===== src/rtl/wgt_pkg.sv =====
package wgt_pkg;

  // Strobes from the sequencing control to the timing datapath
  typedef struct packed {
    logic clear;  // zero the interval divider and the gap count
    logic run;    // advance the interval divider this cycle
  } gapCtrl_t;

endpackage


===== src/rtl/wgt_null_qual.sv =====
module wgt_null_qual #(
  parameter int HIST_W  = 10,
  parameter int RUN_LEN = 3
) (
  input  logic [HIST_W-1:0] nullHist,
  output logic              qualOk
);
  localparam int HALF = HIST_W / 2;
  localparam int WIN  = HALF - RUN_LEN + 1;

  logic [WIN-1:0] newHit;
  logic [WIN-1:0] oldHit;

  for (genvar w = 0; w < WIN; w++) begin : g_win
    assign newHit[w] = &nullHist[w +: RUN_LEN];
    assign oldHit[w] = &nullHist[HALF + w +: RUN_LEN];
  end

  assign qualOk = (|newHit) && (|oldHit);

  // a qualified history carries at least two full runs of ones
  always_comb begin
    if (qualOk) begin
      a_r1_enough_ones: assert ($countones(nullHist) >= 2 * RUN_LEN);
    end
  end

endmodule


===== src/rtl/wgt_gap_dp.sv =====
module wgt_gap_dp
  import wgt_pkg::*;
#(
  parameter int FAST_DIV  = 10,
  parameter int SLOW_DIV  = 80,
  parameter int GAP_COUNT = 3
) (
  input  logic     clk,
  input  logic     rst_n,
  input  logic     speedLow,
  input  logic     qualOk,
  input  gapCtrl_t ctl,
  output logic     countFull
);
  localparam int DIV_W = $clog2(SLOW_DIV + 1);
  localparam int CNT_W = $clog2(GAP_COUNT + 1);
  localparam logic [DIV_W-1:0] FAST_LAST = DIV_W'(FAST_DIV - 1);
  localparam logic [DIV_W-1:0] SLOW_LAST = DIV_W'(SLOW_DIV - 1);
  localparam logic [CNT_W-1:0] CNT_TOP   = CNT_W'(GAP_COUNT);

  logic [DIV_W-1:0] divCnt;
  logic [CNT_W-1:0] gapCnt;
  logic [DIV_W-1:0] periodLast;
  logic             inspectNow;

  assign periodLast = speedLow ? SLOW_LAST : FAST_LAST;
  assign inspectNow = ctl.run && (divCnt >= periodLast);

  always_ff @(posedge clk) begin
    if (!rst_n) begin
      divCnt <= '0;
    end else if (ctl.clear) begin
      divCnt <= '0;
    end else if (ctl.run) begin
      if (inspectNow) divCnt <= '0;
      else            divCnt <= divCnt + 1'b1;
    end
  end

  always_ff @(posedge clk) begin
    if (!rst_n) begin
      gapCnt <= '0;
    end else if (ctl.clear) begin
      gapCnt <= '0;
    end else if (inspectNow) begin
      if (!qualOk)                gapCnt <= '0;
      else if (gapCnt != CNT_TOP) gapCnt <= gapCnt + 1'b1;
    end
  end

  assign countFull = (gapCnt == CNT_TOP);

  a_r6_count_bound: assert property (@(posedge clk) disable iff (!rst_n)
    gapCnt <= CNT_TOP);

  a_r2_div_bound: assert property (@(posedge clk) disable iff (!rst_n)
    divCnt <= SLOW_LAST);

  a_r4_step_one: assert property (@(posedge clk) disable iff (!rst_n)
    !ctl.clear |=> (gapCnt == '0) || (gapCnt == $past(gapCnt)) || (gapCnt == $past(gapCnt) + 1'b1));

  a_r5_bad_clears: assert property (@(posedge clk) disable iff (!rst_n)
    (!ctl.clear && inspectNow && !qualOk) |=> (gapCnt == '0));

endmodule


===== src/rtl/wgt_gap_ctrl.sv =====
module wgt_gap_ctrl
  import wgt_pkg::*;
(
  input  logic     clk,
  input  logic     rst_n,
  input  logic     wordEnd,
  input  logic     bitStart,
  input  logic     countFull,
  output gapCtrl_t ctl
);
  logic armed;

  // Reset arms the timer as though a word has just ended
  always_ff @(posedge clk) begin
    if (!rst_n)        armed <= 1'b1;
    else if (wordEnd)  armed <= 1'b1;
    else if (bitStart) armed <= 1'b0;
  end

  always_comb begin
    ctl.clear = wordEnd || bitStart;
    ctl.run   = armed && !countFull;
  end

  a_r7_start_closes: assert property (@(posedge clk) disable iff (!rst_n)
    (bitStart && !wordEnd) |=> !countFull);

  a_r8_end_closes: assert property (@(posedge clk) disable iff (!rst_n)
    wordEnd |=> !countFull);

  a_r7_idle_stays_shut: assert property (@(posedge clk) disable iff (!rst_n)
    (!armed && !wordEnd) |=> !countFull);

endmodule


===== src/rtl/word_gap_timer.sv =====
module word_gap_timer
  import wgt_pkg::*;
#(
  parameter int HIST_W    = 10,
  parameter int RUN_LEN   = 3,
  parameter int FAST_DIV  = 10,
  parameter int SLOW_DIV  = 80,
  parameter int GAP_COUNT = 3
) (
  input  logic              clk,
  input  logic              rst_n,
  input  logic              speedLow,
  input  logic              wordEnd,
  input  logic              bitStart,
  input  logic [HIST_W-1:0] nullHist,
  output logic              rxEnable
);
  gapCtrl_t ctl;
  logic     qualOk;
  logic     countFull;

  wgt_null_qual #(.HIST_W(HIST_W), .RUN_LEN(RUN_LEN)) i_qual (
    .nullHist (nullHist),
    .qualOk   (qualOk)
  );

  wgt_gap_ctrl i_ctrl (
    .clk       (clk),
    .rst_n     (rst_n),
    .wordEnd   (wordEnd),
    .bitStart  (bitStart),
    .countFull (countFull),
    .ctl       (ctl)
  );

  wgt_gap_dp #(.FAST_DIV(FAST_DIV), .SLOW_DIV(SLOW_DIV), .GAP_COUNT(GAP_COUNT)) i_dp (
    .clk       (clk),
    .rst_n     (rst_n),
    .speedLow  (speedLow),
    .qualOk    (qualOk),
    .ctl       (ctl),
    .countFull (countFull)
  );

  assign rxEnable = countFull;

endmodule


===== config.mk =====
export PLATFORM = sky130hd
export DESIGN_NAME = word_gap_timer
export DESIGN_NICKNAME = d
export VERILOG_FILES = /design/src/rtl/wgt_pkg.sv /design/src/rtl/wgt_null_qual.sv /design/src/rtl/wgt_gap_dp.sv /design/src/rtl/wgt_gap_ctrl.sv /design/src/rtl/word_gap_timer.sv
export SDC_FILE = /design/constraint.sdc
export NUM_CORES = 1
export LEC_CHECK = 0
export ABC_AREA = 1
export BUFFER_PORTS_ARGS = -buffer_cell sky130_fd_sc_hd__buf_4
export CAP_MARGIN = 5
export CORE_AREA = 2 2 39 41
export CTS_CLUSTER_DIAMETER = 150
export DETAILED_ROUTE_END_ITERATION = 12
export DIE_AREA = 0 0 41 43
export PLACE_DENSITY = 0.77
export SLEW_MARGIN = 20
export SYNTH_ARGS = -nofsm -noshare
export SYNTH_HDL_FRONTEND = slang
export SYNTH_SLANG_ARGS = --single-unit
export TNS_END_PERCENT = 5

===== constraint.sdc =====
create_clock -name clk -period 2.7 [get_ports clk]
set_input_delay 0.135 -clock clk [delete_from_list [all_inputs] [get_ports clk]]
set_output_delay 0.135 -clock clk [all_outputs]
set_load 0.005 [all_outputs]

==> flow_metrics.env, run 1 <==
export IMPL_crit_slowest_cell="dfxtp_1"
export IMPL_tritoncts="built"
export IMPL_hp_class="input pin to flop"
export IMPL_drtPass1Iterations=4
export IMPL_ys_top_cells_by_count="nand2_1 (22), inv_1 (13), dfxtp_1 (10)"
export IMPL_synth_top_area_share_pct=29.0
export IMPL_crit_arrival_ps=1620
export IMPL_ctsResizeCount=0
export IMPL_start_util_pct=49.9
export IMPL_die_h_um=43
export IMPL_postSynthAreaPerCell_um2=7.35
export IMPL_dp_hpwl_um=882
export IMPL_io_buffers=15
export IMPL_worst_pin_slew_ps=276
export IMPL_routed_via_density=4.55
export IMPL_numCtsBuffers=3
export IMPL_critPathMaxStageDelay_ps=320
export IMPL_synth_edf_count=0
export IMPL_synth_top_cell_by_area="dfxtp_1"
export IMPL_clk_pin_slew_ps=70
export IMPL_run_status="finished clean"
export IMPL_synthTopCellsByArea="dfxtp_1 (29%), nand2_1 (12%), ha_1 (9.1%)"
export IMPL_synth_seq_cells=10
export IMPL_post_cts_buffers=0
export IMPL_sw_frac_of_total_pct=22.8
export IMPL_finalHoldViolations=0
export IMPL_finalCritPeriodShare_pct=54.0
export IMPL_setup_worst_path_end_class="flop"
export IMPL_synth_async_reset_ratio_pct=0
export IMPL_cp_start_kind="flop"
export IMPL_cap_violations=0
export IMPL_ys_warnings_count=0
export IMPL_synth_cell_types=20
export IMPL_die_w_um=41
export IMPL_core_area_um2=1380
export IMPL_synth_fp_nets=114
export IMPL_wl_per_cell_um=8.64
export IMPL_drt_first_iter_violations=4
export IMPL_postRouteWirelength_mm=1.11
export IMPL_ant_nets=0
export IMPL_p_per_area_nw_per_um2=384
export IMPL_antenna_cells=0
export IMPL_grt_ovfl_total=0
export IMPL_slew_viol_final=0
export IMPL_switching_power_mw=0.0744
export IMPL_clock_latency_ps=270
export IMPL_vdd_drop_max_mv=0.220
export IMPL_required_ps=2870
export IMPL_fin_nets=133
export IMPL_max_slew_margin_pct=81.6
export IMPL_rsz0062_at_grt="no"
export IMPL_use_met1_pct=19.4
export IMPL_holdBufCountCts=0
export IMPL_seqPwrFrac_pct=46.2
export IMPL_combPwrFrac_pct=11.8
export IMPL_finalSetupViolCount=0
export IMPL_drc_errors=0
export IMPL_dieArea_um2=1760
export IMPL_gp_congestion=0.724
export IMPL_synth_cell_area_um2=691
export IMPL_num_rows=14
export IMPL_crit_top_cell="nor2_2"
export IMPL_fmax_mhz=686
export IMPL_period_needed_ps=1460
export IMPL_grt_usage_pct=17.3
export IMPL_synth_most_common_cell="nand2_1"
export IMPL_use_met2_pct=25.6
export IMPL_use_met3_pct=3.14
export IMPL_ys_seq_area_share_pct=29.0
export IMPL_critPathKind="flop to flop"
export IMPL_fin_skew_ps=0.700
export IMPL_pre_cts_slack_ps=1240
export IMPL_fin_ws_ps=1240
export IMPL_grt_antenna_before_repair=0
export IMPL_io_pins=16
export IMPL_clockRootBuffer="clkbuf_4"
export IMPL_via_count=582
export IMPL_setup_tns_ps=0
export IMPL_ys_flop_type="dfxtp_1"
export IMPL_drive_gt1_share_pct=34.8
export IMPL_crit_path_cell_trace="ha_1, nor2_4, nand3_1, nor2_2, xor2_1, nor2_2"
export IMPL_areaGrowthSynthToFinish_pct=22.8
export IMPL_grt_max_degree=12
export IMPL_grt_most_used_layer="met2"
export IMPL_leakagePower_nw=0.407
export IMPL_worstPathMaxFanout=11
export IMPL_clockBufferDepth=2
export IMPL_clock_power_share_pct=42.0
export IMPL_p_int_mw=0.252
export IMPL_grt_pass1_wl_mm=2.01
export IMPL_grt_pass1_vias=539
export IMPL_synth_cells=94
export IMPL_cts_htree_levels=1
export IMPL_cts_sinks=10
==> final cells by class <==
| type | count | area [um^2] |
|---|---|---|
| sequential | 10 | 200 |
| fill | 123 | 536 |
| inverter | 16 | 60.1 |
| clock buffer | 4 | 36.3 |
| timing repair buffer | 15 | 113 |
| tap | 16 | 20.0 |
| multi-input combinational | 67 | 419 |
==> path summary, 6_finish.rpt <==
kind                                     from                     endpoint  slack, ps  depth (start not counted)
setup reg to reg  i_dp.gapCnt[0]$_SDFFE_PP0P_  i_dp.divCnt[4]$_SDFFE_PP0P_       1240                          6
setup / recovery  i_dp.gapCnt[0]$_SDFFE_PP0P_  i_dp.divCnt[4]$_SDFFE_PP0P_       1240                          6
hold reg to reg     i_ctrl.armed$_SDFFE_PP1P_    i_ctrl.armed$_SDFFE_PP1P_        500                          2
hold / removal                       bitStart    i_ctrl.armed$_SDFFE_PP1P_         70                          2
==> metal layers <==
metal	part of all wire, %	up-vias
met1	50	240
met5	0	-
li1	-	325
met3	2.4	5
met2	43	12
met4	4.3	0
==> critical path, delay by kind of cell, from the launching register on <==
kind          cells  cell delay (ps)
flops             1              320
xor+xnor          1              190
simple gates      4              600
fa+ha+maj         1              240
==> layout by cell type (no fill, tap or decap), types with 2 or more instances in the layout <==
| cell type | count |
|---|---|
| nor2_2 | 7 |
| xor2_1 | 3 |
| buf_4 | 15 |
| inv_1 | 13 |
| a21oi_2 | 2 |
| nor2_4 | 2 |
| ha_1 | 5 |
| nor2_1 | 6 |
| nand2_1 | 22 |
| clkbuf_4 | 3 |
| a21oi_1 | 2 |
| nand2_2 | 3 |
| dfxtp_1 | 10 |
| nand3_1 | 9 |
| inv_2 | 3 |
==> through the flow <==
| step | instances | hold WS, ps | utilization, % | total power [mW] | area, um^2 |
|---|---|---|---|---|---|
| 2_1_floorplan | 94 | 235 | - | 0.175 | 691 |
| 3_3_place_gp | 124 | 349 | 58.7 | 0.192 | 812 |
| 3_5_place_dp | 124 | 353 | 58.7 | 0.193 | 812 |
| 4_1_cts | 128 | 67.9 | 61.3 | 0.328 | 848 |
| 5_1_grt | 128 | 75.4 | 61.3 | 0.341 | 848 |
| 6_report | 128 | 68.1 | 61.3 | 0.326 | 848 |
==> power groups by stage <==
stage / clock network [mW] / registers, mW / logic, mW
floorplan: 0 / 0.154 / 0.0212
global route: 0.147 / 0.151 / 0.0435
detailed placement: 0 / 0.154 / 0.0390
finish: 0.137 / 0.151 / 0.0385
global placement: 0 / 0.154 / 0.0381
CTS: 0.138 / 0.150 / 0.0391
==> registers in the layout, indices dropped and copies added, names as in the netlist <==
signal        cells
i_dp.divCnt       7
i_dp.gapCnt       2
i_ctrl.armed      1
==> logic make-up after synthesis <==
group                      synth area share (%)
AOI/OAI and AO/OA                          4.71
DFF                                        29.0
buffers and inverters                      10.3
xor gates and xnor gates                   5.07
adders and majority gates                  9.06
and+or+nand+nor                            41.8
Power figures use the tool's default switching activity.
==> run 2, diff against run 1 <==
Settings changed: CORE_AREA 2 2 39 41 to default, CORE_MARGIN from default to 2, CORE_UTILIZATION from default to 46, DIE_AREA 0 0 41 43 to default, PLACE_DENSITY 0.77 to 0.73.
Clock period 2.7 ns to 1.3 ns, I/O delays scaled along.
==> run 2 against run 1 <==
The run now ends with negative setup slack left. Core utilization is 14 points higher. Fmax grew 11%. Global-route usage is 1.4 points higher. Critical path type unchanged. Non-clock buffer count increased by 8. Worst setup slack worse by 1300 ps. Register-to-register slack got worse by 1300 ps. Highest routed layer unchanged. Clock skew up 2.3 ps.
==> flow_metrics.env, run 2 (synthesized netlist as in run 1, its figures left out) <==
export IMPL_routed_via_density=4.83
export IMPL_finalHoldViolations=0
export IMPL_r2r_start="i_dp.gapCnt[0]$_SDFFE_PP0P_"
export IMPL_grt_pass1_wl_mm=2.61
export IMPL_period_needed_ps=1310
export IMPL_regMostFlops="i_dp.divCnt"
export IMPL_rsz0062_at_grt="yes"
export IMPL_cts_sinks=10
export IMPL_fmax_mhz=765
export IMPL_slew_viol_final=0
export IMPL_num_rows=13
export IMPL_antenna_cells=0
export IMPL_start_util_pct=51.2
export IMPL_finalSetupViolCount=1
export IMPL_clockBufferDepth=2
export IMPL_crit_path_cell_trace="ha_4, nor2_4, nand3_2, nor2_4, nand4_1, nand2_2, nor2_2"
export IMPL_tritoncts="built"
export IMPL_finalCritPeriodShare_pct=101
export IMPL_cp_start_kind="flop"
export IMPL_path_buf_inv=0
export IMPL_critPathKind="flop to flop"
export IMPL_pre_cts_slack_ps=-59.8
export IMPL_io_buffers=15
export IMPL_fin_nets=141
export IMPL_grt_usage_pct=18.7
export IMPL_die_h_um=42.8
export IMPL_crit_arrival_ps=1470
export IMPL_core_area_um2=1350
export IMPL_crit_slowest_cell="dfxtp_1"
export IMPL_setup_tns_ps=-7.55
export IMPL_grt_ovfl_total=0
export IMPL_run_status="complete, but fails checks"
export IMPL_vdd_drop_max_mv=0.343
export IMPL_hold_end="i_ctrl.armed$_SDFFE_PP1P_"
export IMPL_io_pins=16
export IMPL_clk_pin_slew_ps=70
export IMPL_finalNonFillerCells=135
export IMPL_final_cell_mix="buf_4 (21), nand2_1 (19), inv_1 (13)"
export IMPL_postRouteWirelength_mm=1.50
export IMPL_critPathMaxStageDelay_ps=340
export IMPL_drt_first_iter_violations=5
export IMPL_areaGrowthSynthToFinish_pct=46.4
export IMPL_total_power_mw=0.695
export IMPL_ant_nets=0
export IMPL_crit_top_cell="nor2_4"
export IMPL_die_w_um=42.8
export IMPL_cts_htree_levels=1
export IMPL_combPwrFrac_pct=14.7
export IMPL_p_int_mw=0.533
export IMPL_clockRootBuffer="clkbuf_4"
export IMPL_max_slew_margin_pct=83.9
export IMPL_required_ps=1460
export IMPL_grt_max_degree=8
export IMPL_setup_worst_path_end_class="flop"
export IMPL_failed_checks="negative setup slack"
export IMPL_gp_congestion=0.715
export IMPL_leakagePower_nw=0.456
export IMPL_clock_latency_ps=260
export IMPL_fin_skew_ps=2.97
export IMPL_sw_frac_of_total_pct=23.3
export IMPL_stdcell_area_um2=1010
export IMPL_numCtsBuffers=3
export IMPL_drive_gt1_share_pct=51.7
export IMPL_seqPwrFrac_pct=44.6
export IMPL_via_count=652
export IMPL_rrSetupSlack_ps=-8
export IMPL_fin_ws_ps=-7.55
export IMPL_dp_hpwl_mm=1.10
export IMPL_wl_per_cell_um=11.1
export IMPL_r2r_end="i_dp.divCnt[6]$_SDFFE_PP0P_"
export IMPL_drc_errors=0
export IMPL_clock_power_share_pct=40.6
export IMPL_final_common_cell="buf_4"
export IMPL_dieArea_um2=1830
export IMPL_largest_reg_flops=7
export IMPL_switching_power_mw=0.162
export IMPL_grt_pass1_vias=639
export IMPL_dpl_cell_count=130
export IMPL_grt_antenna_before_repair=0
export IMPL_critPathTopFamily="simple AND/OR/NAND/NOR gates"
export IMPL_hold_depth=2
export IMPL_p_per_area_nw_per_um2=688
export IMPL_hp_class="input pin to flop"
export IMPL_worstPathMaxFanout=4
export IMPL_drtPass1Iterations=4
export IMPL_reg2reg_depth=7
export IMPL_reg_largest_list="i_dp.divCnt: 7 flops, i_dp.gapCnt: 2 flops, i_ctrl.armed: 1 flops"
export IMPL_hp_start="bitStart"
export IMPL_cap_violations=0
export IMPL_worst_pin_slew_ps=240
export IMPL_holdBufCountCts=0
export IMPL_placed_cell_area_um2=863
run 2: repair_timing:
item / CTS / global route
setup buffers: 2 / 0
pin swaps: 2 / 13
gates resized for setup: 2 / 19
endpoints found under the setup margin: 3 / 9
run 2: how the worst max path moves through the flow:
stage | to | from | cells past startpoint
after global routing | i_dp.divCnt[6]$_SDFFE_PP0P_ | i_dp.gapCnt[0]$_SDFFE_PP0P_ | 7
after CTS | i_dp.divCnt[6]$_SDFFE_PP0P_ | i_dp.gapCnt[0]$_SDFFE_PP0P_ | 8
final | i_dp.divCnt[6]$_SDFFE_PP0P_ | i_dp.gapCnt[0]$_SDFFE_PP0P_ | 7
after global placement | i_dp.divCnt[4]$_SDFFE_PP0P_ | i_dp.gapCnt[0]$_SDFFE_PP0P_ | 6
after floorplan | i_dp.divCnt[5]$_SDFFE_PP0P_ | i_dp.gapCnt[0]$_SDFFE_PP0P_ | 8
after detailed placement | i_dp.divCnt[6]$_SDFFE_PP0P_ | i_dp.gapCnt[0]$_SDFFE_PP0P_ | 8
run 2: per-layer routing:
metal | share of wire, % | global-route usage (%) | vias up
li1 | - | - | 345
met1 | 45 | 25.6 | 291
met2 | 51 | 27.6 | 14
met3 | 2.2 | 3.83 | 2
met4 | 1.7 | 9.38 | 0
met5 | 0 | 0 | -
run 2: area by class of cell:
class                           instances  area [um^2]
Multi-Input combinational cell         67          509
Sequential cell                        10          206
Clock buffer                            4         36.3
Fill cell                             103          339
Inverter                               16         60.1
Timing Repair Buffer                   23          180
Tap cell                               15         18.8
run 2: per-stage QoR:
stage,hold slack (ps),util [%]
3_5_place_dp,290,63.9
6_report,7.09,74.9
3_3_place_gp,278,63.9
4_1_cts,7.84,68.9
5_1_grt,29.4,74.9
2_1_floorplan,165,-
run 2: power by group through the flow:
| stage | registers [mW] | clock network, mW | logic (mW) |
|---|---|---|---|
| CTS | 0.312 | 0.289 | 0.0972 |
| finish | 0.310 | 0.283 | 0.102 |
| floorplan | 0.319 | 0 | 0.0440 |
| detailed placement | 0.319 | 0 | 0.0907 |
| global route | 0.310 | 0.305 | 0.115 |
| global placement | 0.319 | 0 | 0.0869 |
